===== src/rtl/slp_pkg.sv =====
package slp_pkg;

   typedef enum logic [1:0] {
      LVL_0DB  = 2'b00,
      LVL_6DB  = 2'b01,
      LVL_12DB = 2'b10,
      LVL_RSVD = 2'b11
   } lvl_code_e;

   localparam int unsigned MAX_STEP = 2;

   function automatic int unsigned lvl_steps(input logic [1:0] code);
      case (lvl_code_e'(code))
         LVL_6DB:  lvl_steps = 1;
         LVL_12DB: lvl_steps = 2;
         default:  lvl_steps = 0;
      endcase
   endfunction

endpackage


===== src/rtl/slp_atten.sv =====
module slp_atten
   import slp_pkg::*;
#(
   parameter int DATA_W = 16
) (
   input  logic                     clk,
   input  logic                     rst_n,
   input  logic                     vld_i,
   input  logic signed [DATA_W-1:0] data_i,
   input  logic [1:0]               code_i,
   output logic                     vld_o,
   output logic signed [DATA_W-1:0] data_o
);

   logic signed [DATA_W-1:0] scaled;
   logic signed [DATA_W-1:0] data_q;
   logic                     vld_q;

   always_comb begin
      scaled = data_i >>> lvl_steps(code_i);
   end

   always_ff @(posedge clk) begin
      if (!rst_n) begin
         vld_q  <= 1'b0;
         data_q <= '0;
      end else begin
         vld_q <= vld_i;
         if (vld_i) begin
            data_q <= scaled;
         end
      end
   end

   assign vld_o  = vld_q;
   assign data_o = data_q;

   AST_ATT_LATENCY: assert property (@(posedge clk) disable iff (!rst_n)
      vld_i |=> vld_o);

   AST_ATT_SIGN_KEPT: assert property (@(posedge clk) disable iff (!rst_n)
      vld_i |=> (data_o[DATA_W-1] == $past(data_i[DATA_W-1])));

endmodule


===== src/rtl/slp_clip.sv =====
module slp_clip #(
   parameter int DATA_W     = 16,
   parameter int CLIP_LEVEL = 46
) (
   input  logic                     en_i,
   input  logic signed [DATA_W-1:0] data_i,
   output logic signed [DATA_W-1:0] data_o
);

   localparam int MAG_W = DATA_W + 1;
   localparam logic [MAG_W-1:0] LIMIT = MAG_W'(CLIP_LEVEL);

   logic signed [MAG_W-1:0] ext;
   logic        [MAG_W-1:0] mag;

   always_comb begin
      ext = {data_i[DATA_W-1], data_i};
      mag = ext[MAG_W-1] ? MAG_W'(-ext) : MAG_W'(ext);
      if (en_i && (mag < LIMIT)) begin
         data_o = DATA_W'(1);
      end else begin
         data_o = data_i;
      end
   end

   always_comb begin
      AST_CLIP_NONZERO: assert (!en_i || data_o != '0);
   end

endmodule


===== src/rtl/slp_gain.sv =====
module slp_gain
   import slp_pkg::*;
#(
   parameter int DATA_W   = 16,
   parameter bit GAIN_SAT = 1'b1
) (
   input  logic [1:0]               code_i,
   input  logic signed [DATA_W-1:0] data_i,
   output logic signed [DATA_W-1:0] data_o
);

   localparam int XW = DATA_W + MAX_STEP;
   localparam logic signed [XW-1:0] POS_MAX = XW'((64'sd1 <<< (DATA_W-1)) - 1);
   localparam logic signed [XW-1:0] NEG_MIN = -XW'(64'sd1 <<< (DATA_W-1));

   logic signed [XW-1:0] wide;

   always_comb begin
      wide = XW'(data_i) <<< lvl_steps(code_i);
   end

   generate
      if (GAIN_SAT) begin : g_sat
         always_comb begin
            if (wide > POS_MAX) begin
               data_o = {1'b0, {(DATA_W-1){1'b1}}};
            end else if (wide < NEG_MIN) begin
               data_o = {1'b1, {(DATA_W-1){1'b0}}};
            end else begin
               data_o = wide[DATA_W-1:0];
            end
         end

         always_comb begin
            AST_NO_WRAP: assert (data_i == '0 || data_o[DATA_W-1] == data_i[DATA_W-1]);
         end
      end else begin : g_wrap
         always_comb begin
            data_o = wide[DATA_W-1:0];
         end
      end
   endgenerate

endmodule


===== src/rtl/slp_clear_gen.sv =====
module slp_clear_gen (
   input  logic clk,
   input  logic rst_n,
   input  logic bypass_i,
   output logic clear_o
);

   logic clr_q;

   always_ff @(posedge clk) begin
      if (!rst_n) begin
         clr_q <= 1'b0;
      end else begin
         clr_q <= bypass_i;
      end
   end

   assign clear_o = clr_q;

   AST_CLEAR_ON_RISE: assert property (@(posedge clk) disable iff (!rst_n)
      $rose(bypass_i) |=> clear_o);

   AST_CLEAR_RELEASE: assert property (@(posedge clk) disable iff (!rst_n)
      $fell(bypass_i) |=> !clear_o);

endmodule


===== src/rtl/slp_send_level.sv =====
module slp_send_level #(
   parameter int DATA_W     = 16,
   parameter int CLIP_LEVEL = 46,
   parameter bit GAIN_SAT   = 1'b1
) (
   input  logic                     clk,
   input  logic                     rst_n,
   input  logic                     sin_valid_i,
   input  logic signed [DATA_W-1:0] sin_data_i,
   input  logic [1:0]               att_code_i,
   input  logic [1:0]               gain_code_i,
   input  logic                     clip_en_i,
   input  logic                     bypass_i,
   output logic                     fwd_valid_o,
   output logic signed [DATA_W-1:0] fwd_data_o,
   input  logic                     res_valid_i,
   input  logic signed [DATA_W-1:0] res_data_i,
   output logic                     coef_clear_o,
   output logic                     sout_valid_o,
   output logic signed [DATA_W-1:0] sout_data_o
);

   localparam longint FULL_SCALE = (64'sd1 <<< (DATA_W-1)) - 1;

   generate
      if (DATA_W < 4 || DATA_W > 32) begin : g_bad_width
         $error("slp_send_level: DATA_W must lie in 4..32");
      end
      if (CLIP_LEVEL < 1 || CLIP_LEVEL > FULL_SCALE) begin : g_bad_clip
         $error("slp_send_level: CLIP_LEVEL outside the sample range");
      end
   endgenerate

   logic                     att_vld;
   logic signed [DATA_W-1:0] att_data;
   logic                     sel_vld;
   logic signed [DATA_W-1:0] sel_data;
   logic signed [DATA_W-1:0] clip_data;
   logic signed [DATA_W-1:0] gain_data;
   logic                     out_vld_q;
   logic signed [DATA_W-1:0] out_data_q;

   slp_atten #(.DATA_W(DATA_W)) u_atten (
      .clk    (clk),
      .rst_n  (rst_n),
      .vld_i  (sin_valid_i),
      .data_i (sin_data_i),
      .code_i (att_code_i),
      .vld_o  (att_vld),
      .data_o (att_data)
   );

   always_comb begin
      if (bypass_i) begin
         sel_vld  = att_vld;
         sel_data = att_data;
      end else begin
         sel_vld  = res_valid_i;
         sel_data = res_data_i;
      end
   end

   slp_clip #(.DATA_W(DATA_W), .CLIP_LEVEL(CLIP_LEVEL)) u_clip (
      .en_i   (clip_en_i),
      .data_i (sel_data),
      .data_o (clip_data)
   );

   slp_gain #(.DATA_W(DATA_W), .GAIN_SAT(GAIN_SAT)) u_gain (
      .code_i (gain_code_i),
      .data_i (clip_data),
      .data_o (gain_data)
   );

   always_ff @(posedge clk) begin
      if (!rst_n) begin
         out_vld_q  <= 1'b0;
         out_data_q <= '0;
      end else begin
         out_vld_q <= sel_vld;
         if (sel_vld) begin
            out_data_q <= gain_data;
         end
      end
   end

   slp_clear_gen u_clear (
      .clk      (clk),
      .rst_n    (rst_n),
      .bypass_i (bypass_i),
      .clear_o  (coef_clear_o)
   );

   assign fwd_valid_o  = att_vld;
   assign fwd_data_o   = att_data;
   assign sout_valid_o = out_vld_q;
   assign sout_data_o  = out_data_q;

   AST_BYPASS_SOURCE: assert property (@(posedge clk) disable iff (!rst_n)
      (bypass_i && att_vld) |=> sout_valid_o);

   AST_RESIDUAL_SOURCE: assert property (@(posedge clk) disable iff (!rst_n)
      (!bypass_i && res_valid_i) |=> sout_valid_o);

   AST_NO_SPURIOUS_OUT: assert property (@(posedge clk) disable iff (!rst_n)
      (bypass_i ? !att_vld : !res_valid_i) |=> !sout_valid_o);

   AST_CLIP_NEVER_ZERO: assert property (@(posedge clk) disable iff (!rst_n)
      (sel_vld && clip_en_i) |=> (sout_data_o != '0));

endmodule


===== config.mk =====
export PLATFORM = sky130hd
export DESIGN_NAME = slp_send_level
export DESIGN_NICKNAME = d
export VERILOG_FILES = /design/src/rtl/slp_pkg.sv /design/src/rtl/slp_atten.sv /design/src/rtl/slp_clip.sv /design/src/rtl/slp_gain.sv /design/src/rtl/slp_clear_gen.sv /design/src/rtl/slp_send_level.sv
export SDC_FILE = /design/constraint.sdc
export NUM_CORES = 1
export LEC_CHECK = 0
export BUFFER_PORTS_ARGS = -buffer_cell sky130_fd_sc_hd__buf_2
export CAP_MARGIN = 20
export CORE_MARGIN = 8
export CORE_UTILIZATION = 42
export DETAILED_ROUTE_END_ITERATION = 8
export GPL_ROUTABILITY_DRIVEN = 0
export PLACE_DENSITY = 0.73
export SYNTH_ARGS = -nofsm -noshare
export SYNTH_HDL_FRONTEND = slang
export SYNTH_HIERARCHICAL = 1
export SYNTH_SLANG_ARGS = --single-unit

===== constraint.sdc =====
create_clock -name clk -period 4.1 [get_ports clk]
set_input_delay 0.82 -clock clk [delete_from_list [all_inputs] [get_ports clk]]
set_output_delay 0.82 -clock clk [all_outputs]
set_load 0.005 [all_outputs]

==> flow_summary.toml <==
[outcome]
outcome = "finished clean"

[power_and_ir_drop]
power_mw = 1.01
peakVddDrop_mv = 0.128
pwr_density_cell_nw_per_um2 = 288
p_leak_nw = 1.54

[synthesis]
synthArstFlopShare_pct = 0
ys_seq_elements = 35
synth.distinct_cells = 57
netlist.top_cell.by_area = "dfxtp_1"
synth_top_area_share_pct = 22.9
ys_seq_area_share_pct = 22.9
synthCells = 396
synth_nets = 439
syn_area_um2 = 3060
ys.flop_type = "dfxtp_1"
synth_area_per_cell_um2 = 7.73
synth_enable_flop_cells = 0
synthTopCellsByArea = "dfxtp_1, a21oi_1, mux2i_1, mux2_2, nand2_1"
ys_warn_count = 6

[cts]
post_cts_buffers = 0
cts_buffers = 5
path_clk_slew_ns = 0.07
htree_levels = 2
clockBufferDepth = 2
clk_latency_ns = 0.29
cts_sinks = 35
root_buffer = "clkbuf_8"
cts_tree = "yes"

[drt]
drtIter0Drc = 241
finalWirelength_um = 8160
via_per_inst = 5.47
wl_per_cell_um = 14.7
drtPass1Iterations = 4
vias = 3037
ant_nets = 0
drc = 0

[final_layout]
nets = 499
n_fill_cell = 737
final_common_cell = "buf_2"
seq_area_um2 = 701
multiInputGateArea_um2 = 2070
syn_to_final_growth_pct = 14.3
final_cell_mix = "buf_2, a21oi_1, nand2_1"
final_core_util_pct = 49.0
drive_above_1_share_pct = 27.6
n_antenna_cell = 0
fin_area_um2 = 3500
layoutNonFillerInstCount = 555

[timing]
fmax_mhz = 262
period_needed_ns = 3.81
timing.final.crit_share_pct = 93.0
rsz0062_at_grt = "false"
setup_viol = 0
hold_violations = 0
fin_skew_ns = 0.00912
max_slew_margin_pct = 46.8
tightest_slew_ns = 0.781
drv_slew = 0

[floorplanning]
die-area_um2 = 10300
start_util_pct = 42.9
core_area_um2 = 7140
chipHeight_um = 101
die_w_um = 101
std_cell_rows = 31
ios = 77

[placement]
dp_hpwl_um = 6290
dp.cells = 548
port_buffers = 76
place_area_um2 = 3410

[worst_hold_path]
holdPathStages = 2
min-delay-start = "sout_data_o[13]"
min_path_type = "reg2reg"
whs_endpoint = "sout_data_o[13]"

[critical_path]
cp-start-kind = "input pin"
cp-end-kind = "register"
arrival_ns = 3.95
r2r-end = "sout_data_o[3]"
critical_path_class = "in2reg"
r2r-start = "u_atten/data_o[1]"
rrSetupSlack_ns = 0.78
crit_required_ns = 4.24
reg2reg_depth = 14
path_max_fanout = 15

[grt]
overflow = 0
gr-usage-met3_pct = 3.64
antenna_found_initial = 0
grtUsageTotal_pct = 15.8
busiest_layer = "met2"
use_met1_pct = 18.8
grt_max_degree = 43
grtUsageMet2_pct = 27.6
grt_pass1_vias = 2877
grt_pass1_wl_um = 13300

[flow_run]
cap_violations = 0
-- how the worst max path moves through the flow --
| stage | to | slack, ns | start |
|---|---|---|---|
| 3_3_place_gp | sout_data_o[10] | 0.07 | bypass_i |
| 6_report | sout_data_o[3] | 0.29 | bypass_i |
| 4_1_cts | sout_data_o[3] | 0.21 | bypass_i |
| 2_1_floorplan | sout_data_o[13] | 0.28 | bypass_i |
| 3_5_place_dp | sout_data_o[3] | -0.1 | bypass_i |
| 5_1_grt | sout_data_o[3] | 0.004 | bypass_i |
-- synthesized netlist by cell type (2+ instances only) --
| master | number |
|---|---|
| or3_1 | 2 |
| buf_6 | 10 |
| inv_1 | 18 |
| a21oi_1 | 50 |
| a22oi_1 | 2 |
| clkbuf_1 | 6 |
| nor2b_1 | 21 |
| o22ai_1 | 2 |
| o221ai_1 | 14 |
| dfxtp_1 | 35 |
| mux2_2 | 16 |
| o21ai_1 | 6 |
| xnor2_1 | 3 |
| buf_2 | 13 |
| nand2_1 | 40 |
| a41oi_1 | 2 |
| and2_1 | 3 |
| o211ai_1 | 2 |
| nor4_1 | 4 |
| nor2_1 | 25 |
| and2b_2 | 3 |
| o21a_1 | 4 |
| a31oi_1 | 20 |
| nand3_1 | 3 |
| nor3_1 | 11 |
| o21ai_0 | 8 |
| mux2i_1 | 21 |
| nand3b_1 | 16 |
| a211o_1 | 2 |
| nand2b_1 | 5 |
| nand4_1 | 3 |
-- where the power goes --
group,total (mW),internal (mW),switching [mW],leakage [nW]
Combinational,0.369,0.161,0.209,1.20
Sequential,0.384,0.367,0.0168,0.288
Clock,0.255,0.132,0.123,0.0470
Total,1.01,0.660,0.348,1.54
-- registers in the layout, summed over array words and instances, names as in the netlist --
register / cells
u_clear/clear_o: 1
u_atten/vld_o: 1
sout_valid_o: 1
sout_data_o: 16
u_atten/data_o: 16
-- through the flow --
step                setup WS [ns]  TNS, ns  hold slack (ns)
floorplan                   0.285        0            0.454
global placement           0.0736        0            0.441
detailed placement        -0.0989   -0.561            0.450
CTS                         0.213        0            0.461
global route              0.00424        0            0.483
finish                      0.288        0            0.458
-- timing repair --
item,in CTS,in global routing
resized for setup,0,1
hold buffers,0,0
setup endpoints to repair,0,14
-- cell type report --
class / instances / share of cell area, %
Clock inverter: 1 / 0.143
Tap cell: 99 / 3.54
Inverter: 19 / 2.04
Sequential cell: 35 / 20.0
Timing Repair Buffer: 85 / 12.8
Multi-Input combinational cell: 310 / 59.1
Clock buffer: 6 / 2.36
-- critical path, stage by stage --
cell      delay, ns
buf_2          0.19
mux2_2         0.41
inv_1          0.09
ha_1           0.19
nor3b_2        0.29
nand3_1        0.14
o221a_1        0.25
nor4bb_2       0.32
buf_4          0.25
a31oi_1        0.17
a21oi_1        0.18
o21a_1         0.41
a21oi_1        0.09
nand2_1        0.08
mux2i_1        0.07
-- kinds of logic (layout without fill, tap and decap cells) --
| kind of cell | after synthesis | after routing | share of synthesized area [%] |
|---|---|---|---|
| AOI/OAI and AO/OA | 121 | 121 | 25.2 |
| muxes | 38 | 38 | 13.5 |
| DFF | 35 | 35 | 22.9 |
| adders and majority gates | 1 | 1 | 0.409 |
| buffers and inverters | 51 | 111 | 9.89 |
| and+or+nand+nor | 146 | 146 | 26.7 |
| xor gates and xnor gates | 4 | 4 | 1.39 |
-- layer usage --
layer	up-vias	share of wire, %
met5	-	0
met4	0	1.0
met3	9	6.6
met2	92	49
met1	1377	44
li1	1559	-
Note: power is estimated with default switching activity, not from simulation.
